[src/rtl/lm_enc_pkg.sv]
package lm_enc_pkg;

   typedef enum logic {
      LC_MANCHESTER = 1'b0,
      LC_BIPHASE    = 1'b1
   } line_code_e;

   // Level driven at the start of a bit (at the boundary).
   function automatic logic bound_level(line_code_e code, logic bit_val, logic prev);
      return (code == LC_MANCHESTER) ? bit_val : ~prev;
   endfunction

   // Level driven at the middle of a bit.
   function automatic logic mid_level(line_code_e code, logic bit_val, logic prev);
      if (code == LC_MANCHESTER) return ~prev;
      return bit_val ? prev : ~prev;
   endfunction

endpackage

[src/rtl/lm_bit_timer.sv]
module lm_bit_timer #(
   parameter int BIT_CYCLES = 64,
   localparam int CW = $clog2(BIT_CYCLES + 1)
) (
   input  logic          clk,
   input  logic          rst_n,
   input  logic          run,
   input  logic          stretch_req,
   output logic          active,
   output logic          mid_evt,
   output logic          end_evt,
   output logic [CW-1:0] cnt
);

   localparam int HALF = BIT_CYCLES / 2;
   localparam logic [CW-1:0] MID_AT  = CW'(HALF - 1);
   localparam logic [CW-1:0] LAST_AT = CW'(BIT_CYCLES - 1);
   localparam logic [CW-1:0] FULL_AT = CW'(BIT_CYCLES);

   initial begin
      assert (BIT_CYCLES >= 4 && (BIT_CYCLES % 2) == 0)
         else $error("lm_bit_timer: BIT_CYCLES must be even and at least 4");
   end

   logic [CW-1:0] cnt_q;
   logic          act_q;
   logic [CW-1:0] limit;

   assign limit   = stretch_req ? FULL_AT : LAST_AT;
   assign mid_evt = act_q && (cnt_q == MID_AT);
   assign end_evt = act_q && (cnt_q == limit);
   assign active  = act_q;
   assign cnt     = cnt_q;

   always_ff @(posedge clk or negedge rst_n) begin
      if (!rst_n) begin
         act_q <= 1'b0;
         cnt_q <= '0;
      end else if (!run) begin
         act_q <= 1'b0;
         cnt_q <= '0;
      end else if (!act_q) begin
         act_q <= 1'b1;
         cnt_q <= '0;
      end else if (end_evt) begin
         cnt_q <= '0;
      end else begin
         cnt_q <= cnt_q + CW'(1);
      end
   end

   // count never passes the stretched bit length
   p_cnt_bound_r2: assert property (@(posedge clk) disable iff (!rst_n)
      cnt_q <= FULL_AT);

   // the bit counter wraps to zero after a bit ends
   p_wrap_r2: assert property (@(posedge clk) disable iff (!rst_n)
      (end_evt && run) |=> (cnt_q == '0));

   // the extra cycle is reached only for a requested stretch
   p_stretch_only_r8: assert property (@(posedge clk) disable iff (!rst_n)
      (act_q && cnt_q == LAST_AT && !stretch_req && run) |=> (cnt_q == '0));

endmodule

[src/rtl/lm_bit_source.sv]
module lm_bit_source #(
   parameter int WORD_BITS = 64,
   parameter bit LSB_FIRST = 1'b0,
   localparam int IW = $clog2(WORD_BITS)
) (
   input  logic                 clk,
   input  logic                 rst_n,
   input  logic                 run,
   input  logic                 start,
   input  logic                 advance,
   input  logic [WORD_BITS-1:0] word_in,
   input  logic [WORD_BITS-1:0] mask_in,
   input  logic                 stretch_en,
   output logic                 first_bit,
   output logic                 cur_bit,
   output logic                 next_bit,
   output logic                 stretch_req
);

   initial begin
      assert (WORD_BITS >= 2)
         else $error("lm_bit_source: WORD_BITS must be at least 2");
   end

   localparam logic [IW-1:0] LAST_IDX = IW'(WORD_BITS - 1);

   logic [WORD_BITS-1:0] sreg_q;
   logic [WORD_BITS-1:0] shifted;
   logic [IW-1:0]        idx_q;
   logic [IW-1:0]        pos;
   logic                 in_word_next;
   logic                 last;

   assign last = (idx_q == LAST_IDX);

   generate
      if (LSB_FIRST) begin : g_lsb
         assign shifted      = sreg_q >> 1;
         assign cur_bit      = sreg_q[0];
         assign in_word_next = sreg_q[1];
         assign first_bit    = word_in[0];
         assign pos          = idx_q;
      end else begin : g_msb
         assign shifted      = sreg_q << 1;
         assign cur_bit      = sreg_q[WORD_BITS-1];
         assign in_word_next = sreg_q[WORD_BITS-2];
         assign first_bit    = word_in[WORD_BITS-1];
         assign pos          = LAST_IDX - idx_q;
      end
   endgenerate

   assign next_bit    = last ? first_bit : in_word_next;
   assign stretch_req = stretch_en && mask_in[pos];

   always_ff @(posedge clk or negedge rst_n) begin
      if (!rst_n) begin
         sreg_q <= '0;
         idx_q  <= '0;
      end else if (!run) begin
         idx_q  <= '0;
      end else if (start) begin
         sreg_q <= word_in;
         idx_q  <= '0;
      end else if (advance) begin
         if (last) begin
            sreg_q <= word_in;
            idx_q  <= '0;
         end else begin
            sreg_q <= shifted;
            idx_q  <= idx_q + IW'(1);
         end
      end
   end

   // a word wrap reloads the register from the word input
   p_reload_r5: assert property (@(posedge clk) disable iff (!rst_n)
      (run && advance && last) |=> (sreg_q == $past(word_in)));

   // a fresh start always begins at the first position of the word
   p_start_head_r5: assert property (@(posedge clk) disable iff (!rst_n)
      (run && start) |=> (cur_bit == $past(first_bit)));

endmodule

[src/rtl/lm_line_coder.sv]
module lm_line_coder
   import lm_enc_pkg::*;
(
   input  logic clk,
   input  logic rst_n,
   input  logic run,
   input  logic start,
   input  logic mid_evt,
   input  logic end_evt,
   input  logic mode,
   input  logic first_bit,
   input  logic cur_bit,
   input  logic next_bit,
   output logic mod_out
);

   line_code_e code;
   logic       line_q;
   logic       line_d;

   assign code = line_code_e'(mode);

   always_comb begin
      if (!run)         line_d = 1'b0;
      else if (start)   line_d = bound_level(code, first_bit, line_q);
      else if (end_evt) line_d = bound_level(code, next_bit, line_q);
      else if (mid_evt) line_d = mid_level(code, cur_bit, line_q);
      else              line_d = line_q;
   end

   always_ff @(posedge clk or negedge rst_n) begin
      if (!rst_n) line_q <= 1'b0;
      else        line_q <= line_d;
   end

   assign mod_out = line_q;

   // biphase always toggles at a bit boundary
   p_biphase_bound_r4: assert property (@(posedge clk) disable iff (!rst_n)
      (run && end_evt && mode) |=> (line_q != $past(line_q)));

   // a biphase 1 bit holds its level across the middle
   p_biphase_one_r4: assert property (@(posedge clk) disable iff (!rst_n)
      (run && mid_evt && mode && cur_bit) |=> $stable(line_q));

endmodule

[src/rtl/carrier_manchester_tx.sv]
module carrier_manchester_tx #(
   parameter int BIT_CYCLES = 64,
   parameter int WORD_BITS  = 64,
   parameter bit LSB_FIRST  = 1'b0,
   localparam int CW = $clog2(BIT_CYCLES + 1)
) (
   input  logic                 carrier_clk,
   input  logic                 rst_n,
   input  logic                 carrier_ok,
   input  logic                 code_sel,
   input  logic [WORD_BITS-1:0] tx_word,
   input  logic [WORD_BITS-1:0] stretch_mask,
   input  logic                 stretch_test,
   output logic                 mod_out
);

   logic          active;
   logic          mid_evt;
   logic          end_evt;
   logic [CW-1:0] cnt;
   logic          start;
   logic          first_bit;
   logic          cur_bit;
   logic          next_bit;
   logic          stretch_req;

   assign start = carrier_ok && !active;

   lm_bit_timer #(.BIT_CYCLES(BIT_CYCLES)) u_timer (
      .clk         (carrier_clk),
      .rst_n       (rst_n),
      .run         (carrier_ok),
      .stretch_req (stretch_req),
      .active      (active),
      .mid_evt     (mid_evt),
      .end_evt     (end_evt),
      .cnt         (cnt)
   );

   lm_bit_source #(.WORD_BITS(WORD_BITS), .LSB_FIRST(LSB_FIRST)) u_source (
      .clk         (carrier_clk),
      .rst_n       (rst_n),
      .run         (carrier_ok),
      .start       (start),
      .advance     (end_evt),
      .word_in     (tx_word),
      .mask_in     (stretch_mask),
      .stretch_en  (stretch_test),
      .first_bit   (first_bit),
      .cur_bit     (cur_bit),
      .next_bit    (next_bit),
      .stretch_req (stretch_req)
   );

   lm_line_coder u_coder (
      .clk       (carrier_clk),
      .rst_n     (rst_n),
      .run       (carrier_ok),
      .start     (start),
      .mid_evt   (mid_evt),
      .end_evt   (end_evt),
      .mode      (code_sel),
      .first_bit (first_bit),
      .cur_bit   (cur_bit),
      .next_bit  (next_bit),
      .mod_out   (mod_out)
   );

   // losing the carrier forces the line low on the next edge
   p_idle_low_r1: assert property (@(posedge carrier_clk) disable iff (!rst_n)
      !carrier_ok |=> !mod_out);

   // Manchester always toggles in the middle of a bit
   p_manch_mid_r3: assert property (@(posedge carrier_clk) disable iff (!rst_n)
      (carrier_ok && mid_evt && !code_sel) |=> (mod_out != $past(mod_out)));

   // the line holds between the middle and boundary events
   p_hold_r2: assert property (@(posedge carrier_clk) disable iff (!rst_n)
      (carrier_ok && active && !mid_evt && !end_evt) |=> $stable(mod_out));

   // a biphase transmission opens with a high level
   p_first_level_r6: assert property (@(posedge carrier_clk) disable iff (!rst_n)
      (start && code_sel) |=> mod_out);

   // with the test mode off, the count never reaches the stretched length
   p_no_stretch_r9: assert property (@(posedge carrier_clk) disable iff (!rst_n)
      (!stretch_test && $past(!stretch_test)) |-> (cnt != CW'(BIT_CYCLES)));

endmodule

[config.mk]
export PLATFORM = sky130hd
export DESIGN_NAME = carrier_manchester_tx
export DESIGN_NICKNAME = d
export VERILOG_FILES = /design/src/rtl/lm_enc_pkg.sv /design/src/rtl/lm_bit_timer.sv /design/src/rtl/lm_bit_source.sv /design/src/rtl/lm_line_coder.sv /design/src/rtl/carrier_manchester_tx.sv
export SDC_FILE = /design/constraint.sdc
export NUM_CORES = 1
export LEC_CHECK = 0
export ABC_AREA = 1
export BUFFER_PORTS_ARGS = -buffer_cell sky130_fd_sc_hd__buf_2
export CORE_MARGIN = 2
export CORE_UTILIZATION = 50
export DETAILED_ROUTE_END_ITERATION = 12
export PLACE_DENSITY = 0.87
export SETUP_SLACK_MARGIN = 0.05
export SYNTH_ARGS = -nofsm -noshare
export SYNTH_HDL_FRONTEND = slang
export SYNTH_SLANG_ARGS = --single-unit
[constraint.sdc]
create_clock -name carrier_clk -period 2.59 [get_ports carrier_clk]
set_clock_uncertainty 0.1 [all_clocks]
set_input_delay 0.518 -clock carrier_clk [delete_from_list [all_inputs] [get_ports carrier_clk]]
set_output_delay 0.518 -clock carrier_clk [all_outputs]
set_load 0.05 [all_outputs]
==> summary.md, run 1 <==
| Metric | Value |
|---|---|
| Status | `finished with violations` |
| Failing checks | `setup timing` |
| Buffers on Ports | `133` |
| Nets | `865` |
| Via count | `between 4000 and 5000` |
| Initial antenna violation count | `0` |
| Post-layout util | `0.699` |
| Vias per inst | `5.38` |
| Vias in the first global route | `3925` |
| Reg2reg path depth | `20` |
| Die Ht | `~100 um` |
| Crit path DAT | `approximately 2800 ps` |
| Number of detailed-route iterations in the first pass | `7` |
| Cells after synthesis | `~570` |
| Clk_lat worst skew | `between 300 and 400 ps` |
| Worst slew margin | `0.429` |
| Endpoints failing setup | `47` |
| Register area share after synthesis | `0.404` |
| Final hold vios | `0` |
| Longest Clk Path Bufs | `2` |
| Crit path capture type | `flip-flop` |
| I/O pin count | `about 130` |
| First-pass GRT wire length | `17300 um` |
| CP Capture Point | `u_source.sreg_q[54]` |
| Flops & latches, synth | `roughly 80` |
| Clock network fraction of total power | `0.262` |
| Worst Setup Start Kind | `flip-flop` |
| N_diodes | `0` |
| Max-slew violation count | `0` |
| Remaining antenna violation count | `0` |
| Clock buffer count from CTS | `9` |
| Leakage Power | `3.36 nW` |
| Clock-pin slew on the worst setup and hold paths | `80 ps` |
| Fin crit period | `roughly 2600 ps` |
| CP max stage delay | `around 480 ps` |
| CTS tree | `done` |
| VDD IR-drop max | `about 0.00042 V` |
| Cts hold-fix bufs | `0` |
| Core footprint | `~9600 um2` |
| Die area | `10600 um2` |
| Area Growth Syn to Fin | `37.8%` |
| Gate power share | `0.285` |
| R2r startpoint | `u_source.idx_q[0]` |
| Critical Path Source | `u_source.idx_q[0]` |
| CP bufs+invs | `4` |
| Cell count along the critical path | `20` |
| Iter 0 DRT Violations | `between 200 and 300` |
| Share of cells above drive strength 1 | `0.480` |
| YS warnings | `0` |
| Wire length per cell | `about 16 um` |
| Mean Syn Cell Area | `roughly 8.5 um2` |
| Std cell rows | `36` |
| Most frequent CP cell | `nand2_2` |
| GP Congestion | `0.941` |
| Clock Sinks | `79` |
| Worst Max-Slew Pin Slew | `between 800 and 900 ps` |
| Final routed DRC violation total | `0` |
| Routed wire length | `~14000 um` |
| Flop-to-flop setup slack | `-30 ps` |
| CP top delay family | `simple AND/OR/NAND/NOR gates` |
| Worst Path Required | `around 2700 ps` |
| Synth Cell Area | `4890 um2` |
| Setup Crit Path Kind | `flip-flop to flip-flop` |
| CP max FO | `9` |
| Max Cap Viol | `0` |
| Synth unique cells | `30` |
| Final period util | `1.01` |
| Total Power | `roughly 3.6 mW` |
| Fmax | `381 MHz` |
| Net Sw Power | `1.15 mW` |
| Final WS setup | `-32.7 ps` |
| HPWL Detailed | `roughly 8000 um` |
| Post-Synthesis Net Count | `about 700` |
| Total track usage | `0.207` |
| Initial core utilization | `0.508` |
| CP max stage cell | `dfrtp_2` |
| RSZ-0062 raised after global routing | `yes` |
| Switching fraction of total power | `0.321` |
| Sequential power share | `0.453` |
| Root Buffer | `clkbuf_8` |
| Hold Path Class | `primary input to async pin` |
| Htree depth | `3` |
| DIE WIDTH | `slightly above 100 um` |
| Pwr Density | `between 500 and 600 nW/um2` |
| Worst-path cell chain | `buf_6 -> clkbuf_16 -> nor2_1 -> nor2_1 -> o21ai_1 -> nand2_1 -> nand2_1 -> nand3_1 -> nand3_2 -> nand2_2 -> nand3_4 -> nand2_2 -> nand2_2 -> nand3_4 -> nand2_4 -> nand2_8 -> buf_4 -> clkbuf_16 -> nand2_2 -> o21ai_2` |
| Internal power | `2.44 mW` |
| Grt ovf | `0` |
| Largest net degree at the start of global routing | `approximately 70` |
| Reg-to-Reg End | `u_source.sreg_q[54]` |
[Yosys cell counts]
cell / count / share of area
nand2_1: 161 / 0.12
dfrtp_1: 79 / 0.40
o21ai_2: 64 / 0.11
mux2i_1: 62 / 0.13
inv_1: 43 / 0.033
nor2_1: 33 / 0.025
nand3_1: 31 / 0.032
buf_6: 15 / 0.035
o21ai_0: 13 / 0.013
a21oi_1: 10 / 0.010
buf_2: 10 / 0.010
o21ai_1: 7 / 0.0072
nand2_2: 6 / 0.0077
buf_4: 5 / 0.0077
nand4_1: 5 / 0.0064
inv_2: 4 / 0.0031
o211ai_1: 4 / 0.0061
nor3_1: 3 / 0.0031
clkbuf_1: 2 / 0.0015
ha_1: 2 / 0.0051
nand3b_1: 2 / 0.0031
nor2_2: 2 / 0.0026
nor3b_1: 2 / 0.0031
nor4_1: 2 / 0.0026
xor2_1: 2 / 0.0036
a21oi_2: 1 / 0.0018
nand3_2: 1 / 0.0020
nand3_4: 1 / 0.0036
or2_0: 1 / 0.0013
or2_2: 1 / 0.0013
[worst min-delay path by stage]
| stage | end | slack [ps] | cells past startpoint |
|---|---|---|---|
| 2_1_floorplan | u_coder.mod_out | 120 | 0 |
| 3_3_place_gp | u_source.sreg_q[54] | 360 | 2 |
| 3_5_place_dp | u_source.sreg_q[2] | 370 | 2 |
| 4_1_cts | u_source.sreg_q[46] | 190 | 1 |
| 5_1_grt | u_source.sreg_q[50] | 220 | 1 |
| 6_report | u_source.sreg_q[50] | 150 | 1 |
[routing by layer]
metal,track usage,up-vias,wire (um)
met5,0,-,0
met2,0.363,200,6940
met1,0.252,2217,5290
li1,-,2199,-
met3,0.0427,50,902
met4,0.0749,0,506
[metrics by stage]
stage,TNS (ps),worst slack (ps),hold WS (ps),area [um2],cells
final,-645,-32.7,153,6740,867
after global routing,-10270,-180,224,6740,867
after CTS,0,31.3,190,5940,840
after detailed placement,0,21.1,369,5720,825
after global placement,0,113,363,5720,825
after floorplan,0,301,122,4890,574
[sequential cells by signal, indices dropped and copies added, names as in the netlist]
name,flops
u_source.sreg_q,64
u_timer.cnt,7
u_source.idx_q,6
u_coder.mod_out,1
u_timer.active,1
[kinds of logic after synthesis]
| kind of cell | Yosys count | share of synthesized area |
|---|---|---|
| AOI/OAI and AO/OA | 99 | 0.153 |
| xor gates and xnor gates | 2 | 0.00358 |
| adders and majority gates | 2 | 0.00511 |
| buffers and inverters | 79 | 0.0900 |
| DFF | 79 | 0.404 |
| muxes | 62 | 0.127 |
| and+or+nand+nor | 251 | 0.217 |
[power groups by stage]
stage	Sequential (mW)	Combinational [mW]	Clock [mW]
5_1_grt	1.64	1.11	1.01
3_3_place_gp	1.57	0.775	0
3_5_place_dp	1.59	0.819	0
6_report	1.63	1.02	0.939
4_1_cts	1.57	0.826	0.954
2_1_floorplan	1.56	0.590	0
[repair_timing]
action                                  4_1_cts  5_1_grt
pin swaps                                     0       26
buffers inserted                              0       16
resized for setup                             4      122
endpoints found under the setup margin       60       74
cloned                                        0       11
[placed cells by master, fill, tap and decap left out, types with 5 or more instances in the layout]
cell and instances:
a21oi_1 7, buf_12 10, buf_2 132, buf_4 17, buf_6 6, clkbuf_16 9, clkbuf_8 11, dfrtp_1 77
inv_1 43, mux2i_1 61, nand2_1 97, nand2_2 48, nand2_4 19, nand3_1 23, nand3_2 8, nand4_1 5
nor2_1 31, o21ai_0 12, o21ai_1 7, o21ai_2 64
[area by class of cell]
type	instances	area, um2
Fill cell	712	2900
Multi-Input combinational cell	416	2860
Sequential cell	79	1980
Timing Repair Buffer	177	1350
Inverter	47	186
Tap cell	133	166
Clock buffer	12	155
Clock inverter	3	42.5
Note: power is estimated with default switching activity, not from simulation.
==> run 2: changes to the inputs <==
--- a/config.mk
+++ b/config.mk
@@ -6,11 +6,13 @@
 export NUM_CORES = 1
 export LEC_CHECK = 0
 export ABC_AREA = 1
-export BUFFER_PORTS_ARGS = -buffer_cell sky130_fd_sc_hd__buf_2
+export BUFFER_PORTS_ARGS = -buffer_cell sky130_fd_sc_hd__clkbuf_2
+export CELL_PAD_IN_SITES_DETAIL_PLACEMENT = 2
+export CELL_PAD_IN_SITES_GLOBAL_PLACEMENT = 2
 export CORE_MARGIN = 2
-export CORE_UTILIZATION = 50
+export CORE_UTILIZATION = 31
 export DETAILED_ROUTE_END_ITERATION = 12
-export PLACE_DENSITY = 0.87
+export PLACE_DENSITY = 0.91
 export SETUP_SLACK_MARGIN = 0.05
 export SYNTH_ARGS = -nofsm -noshare
 export SYNTH_HDL_FRONTEND = slang
==> constraint.sdc (replaced) <==
create_clock -name carrier_clk -period 2.8 [get_ports carrier_clk]
set_clock_uncertainty 0.1 [all_clocks]
set_input_delay 0.56 -clock carrier_clk [delete_from_list [all_inputs] [get_ports carrier_clk]]
set_output_delay 0.56 -clock carrier_clk [all_outputs]
set_load 0.05 [all_outputs]
==> run 2 against run 1 <==
The flow now finishes without violations. Register-to-register slack better by 50 ps. Count of clock-buffer cells in the layout stayed put. Sequential power is 9% lower. Die area is 59% higher. Cell count is 7.5% higher. Critical endpoint is now u_source.sreg_q[63]. Utilization is 29 points lower. First-iteration DRC count is 34% lower.
==> summary.md, run 2 (same netlist as run 1, synthesis figures left out) <==
| Metric | Value |
|---|---|
| Die Ht | `130 um (+26%)` |
| Status | `finished, final reports clean` |
| Setup Crit Path Kind | `flip-flop to flip-flop` |
| Final setup TNS | `0 ps (+645 ps)` |
| Final hold vios | `0 (unchanged)` |
| Wire length per cell | `20.1 um (+28%)` |
| Fillers | `1745 (+150%)` |
| Most common library cell in the layout ignoring fill and taps | `nand2_1` |
| Area Growth Syn to Fin | `27.1%` |
| Worst slew margin | `0.683 (+0.254)` |
| Max-slew violation count | `0 (unchanged)` |
| Core footprint | `15300 um2 (+59%)` |
| Max FFs per register | `64 (unchanged)` |
| Worst Max-Slew Pin Slew | `471 ps (-385 ps)` |
| GP Congestion | `0.739 (-22%)` |
| Number of detailed-route iterations in the first pass | `4 (-3)` |
| DIE WIDTH | `130 um (+26%)` |
| Largest register by flop count | `u_source.sreg_q` |
| Share of cells above drive strength 1 | `0.363 (-0.116)` |
| Post-DP Area | `5760 um2 (+0.83%)` |
| I/O pin count | `134 (unchanged)` |
| Total track usage | `0.200 (-0.00674)` |
| Iter 0 DRT Violations | `176 (-34%)` |
| Htree depth | `3 (unchanged)` |
| Final routed DRC violation total | `0 (unchanged)` |
| Pwr Density | `561 nW/um2 (+5.5%)` |
| HPWL Detailed | `11900 um (+49%)` |
| CTS tree | `done` |
| Post-layout util | `0.406 (-0.293)` |
| Clock buffer count from CTS | `9 (unchanged)` |
| RSZ-0062 raised after global routing | `yes` |
| Fmax | `359 MHz (-5.7%)` |
| Leakage Power | `3.10 nW (-7.7%)` |
| Initial antenna violation count | `0 (unchanged)` |
| Vias in the first global route | `5117 (+30%)` |
| Clk_lat worst skew | `350 ps (about the same)` |
| Worst Setup Start Kind | `flip-flop` |
| Routed wire length | `18700 um (+37%)` |
| Std cell rows | `45 (+25%)` |
| Worst Path Required | `2920 ps (+180 ps)` |
| Max Cap Viol | `0 (unchanged)` |
| Buffers on Ports | `133 (unchanged)` |
| CP max FO | `31 (+22)` |
| Die area | `16800 um2 (+59%)` |
| Initial core utilization | `0.319 (-0.188)` |
| VDD IR-drop max | `0.000365 V (-12%)` |
| N_diodes | `0 (unchanged)` |
| Clock-pin slew on the worst setup and hold paths | `80 ps (about the same)` |
| Longest Clk Path Bufs | `2 (unchanged)` |
| Most frequent cells in the layout | `nand2_1, clkbuf_2, dfrtp_1, o21ai_2, mux2i_1` |
| Remaining antenna violation count | `0 (unchanged)` |
| Grt ovf | `0 (unchanged)` |
| Hold Path Class | `primary input to async pin` |
| Root Buffer | `clkbuf_16` |
| Design area | `6220 um2 (-7.8%)` |
| Fin crit period | `2780 ps (+159 ps)` |
| Crit path capture type | `flip-flop` |
| Crit path DAT | `2900 ps (+130 ps)` |
| Largest net degree at the start of global routing | `80 (+18%)` |
| Endpoints failing setup | `0 (-100%)` |
| First-pass GRT wire length | `26400 um (+53%)` |
| Via count | `4600 (-1.4%)` |
| Clock Sinks | `79 (unchanged)` |
| Final period util | `0.994 (-0.0190)` |
| Nets | `851 (-1.6%)` |
| Vias per inst | `4.94 (-8.3%)` |
run 2: cell types whose count changed in the layout (fill, tap and decap cells not counted), sizes merged:
| cell | previous run | this run |
|---|---|---|
| clkinvlp | 1 | 3 |
| buf | 168 | 29 |
| clkbuf | 21 | 146 |
| bufinv | 1 | 0 |
run 2: power by group:
group / switching [mW] / leakage (nW) / total, mW / internal (mW)
clock network: 0.521 / 0.125 / 1.15 / 0.629
registers: 0.150 / 1.03 / 1.49 / 1.34
logic: 0.495 / 1.95 / 0.855 / 0.359
run 2: layer usage:
metal	part of all wire	global-route usage	vias up
met5	0	0	-
met4	0.021	0.0683	0
met3	0.032	0.0264	27
met2	0.55	0.366	107
met1	0.40	0.241	2299
li1	-	-	2167
run 2: worst max-delay path, stage by stage (launching register included):
cell and delay (ps):
dfrtp_2 470, buf_12 160, or2_2 280, nand3_1 70, nand2_1 50, nand2_1 50
nand2_1 50, nand2_1 60, nand2_1 80, nor2_2 130, nand2_2 100, nand3_4 90
nand2_1 80, nand2_2 110, nand3_4 130, nand2_4 120, nand2_8 100, buf_12 200
nand2_1 120, o21ai_2 90
run 2: metrics by stage:
step                hold slack [ps]  cells  power, mW  setup slack, ps
detailed placement              376    903       2.28             2.44
global placement                363    903       2.18              188
CTS                             160    919       3.42             34.1
floorplan                       164    574       1.98              469
global route                    138    932       3.67             -151
finish                          115    932       3.49             17.9
run 2: cell type report:
class | instances | area [um2] | area share
Multi-Input combinational cell | 416 | 2520 | 0.406
Clock inverter | 4 | 31.3 | 0.00503
Timing Repair Buffer | 163 | 993 | 0.160
Sequential cell | 79 | 1980 | 0.318
Tap cell | 211 | 264 | 0.0425
Clock buffer | 12 | 246 | 0.0396
Inverter | 47 | 181 | 0.0292
run 2: worst paths after layout:
| kind | slack [ps] | to | cells after the start | startpoint |
|---|---|---|---|---|
| max reg2reg | 20 | u_source.sreg_q[63] | 19 | u_source.idx_q[0] |
| max | 20 | u_source.sreg_q[63] | 19 | u_source.idx_q[0] |
| min reg2reg | 400 | u_source.sreg_q[47] | 2 | u_source.sreg_q[47] |
| min in group carrier_clk | 370 | u_timer.active | 1 | carrier_ok |
| min | 120 | u_source.sreg_q[34] | 2 | rst_n |
| max in group asynchronous | 2100 | u_source.idx_q[0] | 2 | rst_n |
run 2: repair_timing:
action                                  in CTS  in global routing
setup buffers                                0                 12
endpoints found under the setup margin      61                 71
hold endpoints to repair                     0                  0
resized for setup                            1                 15
gates cloned                                 0                  1
hold buffers                                 0                  0
pin swaps                                    0                  1
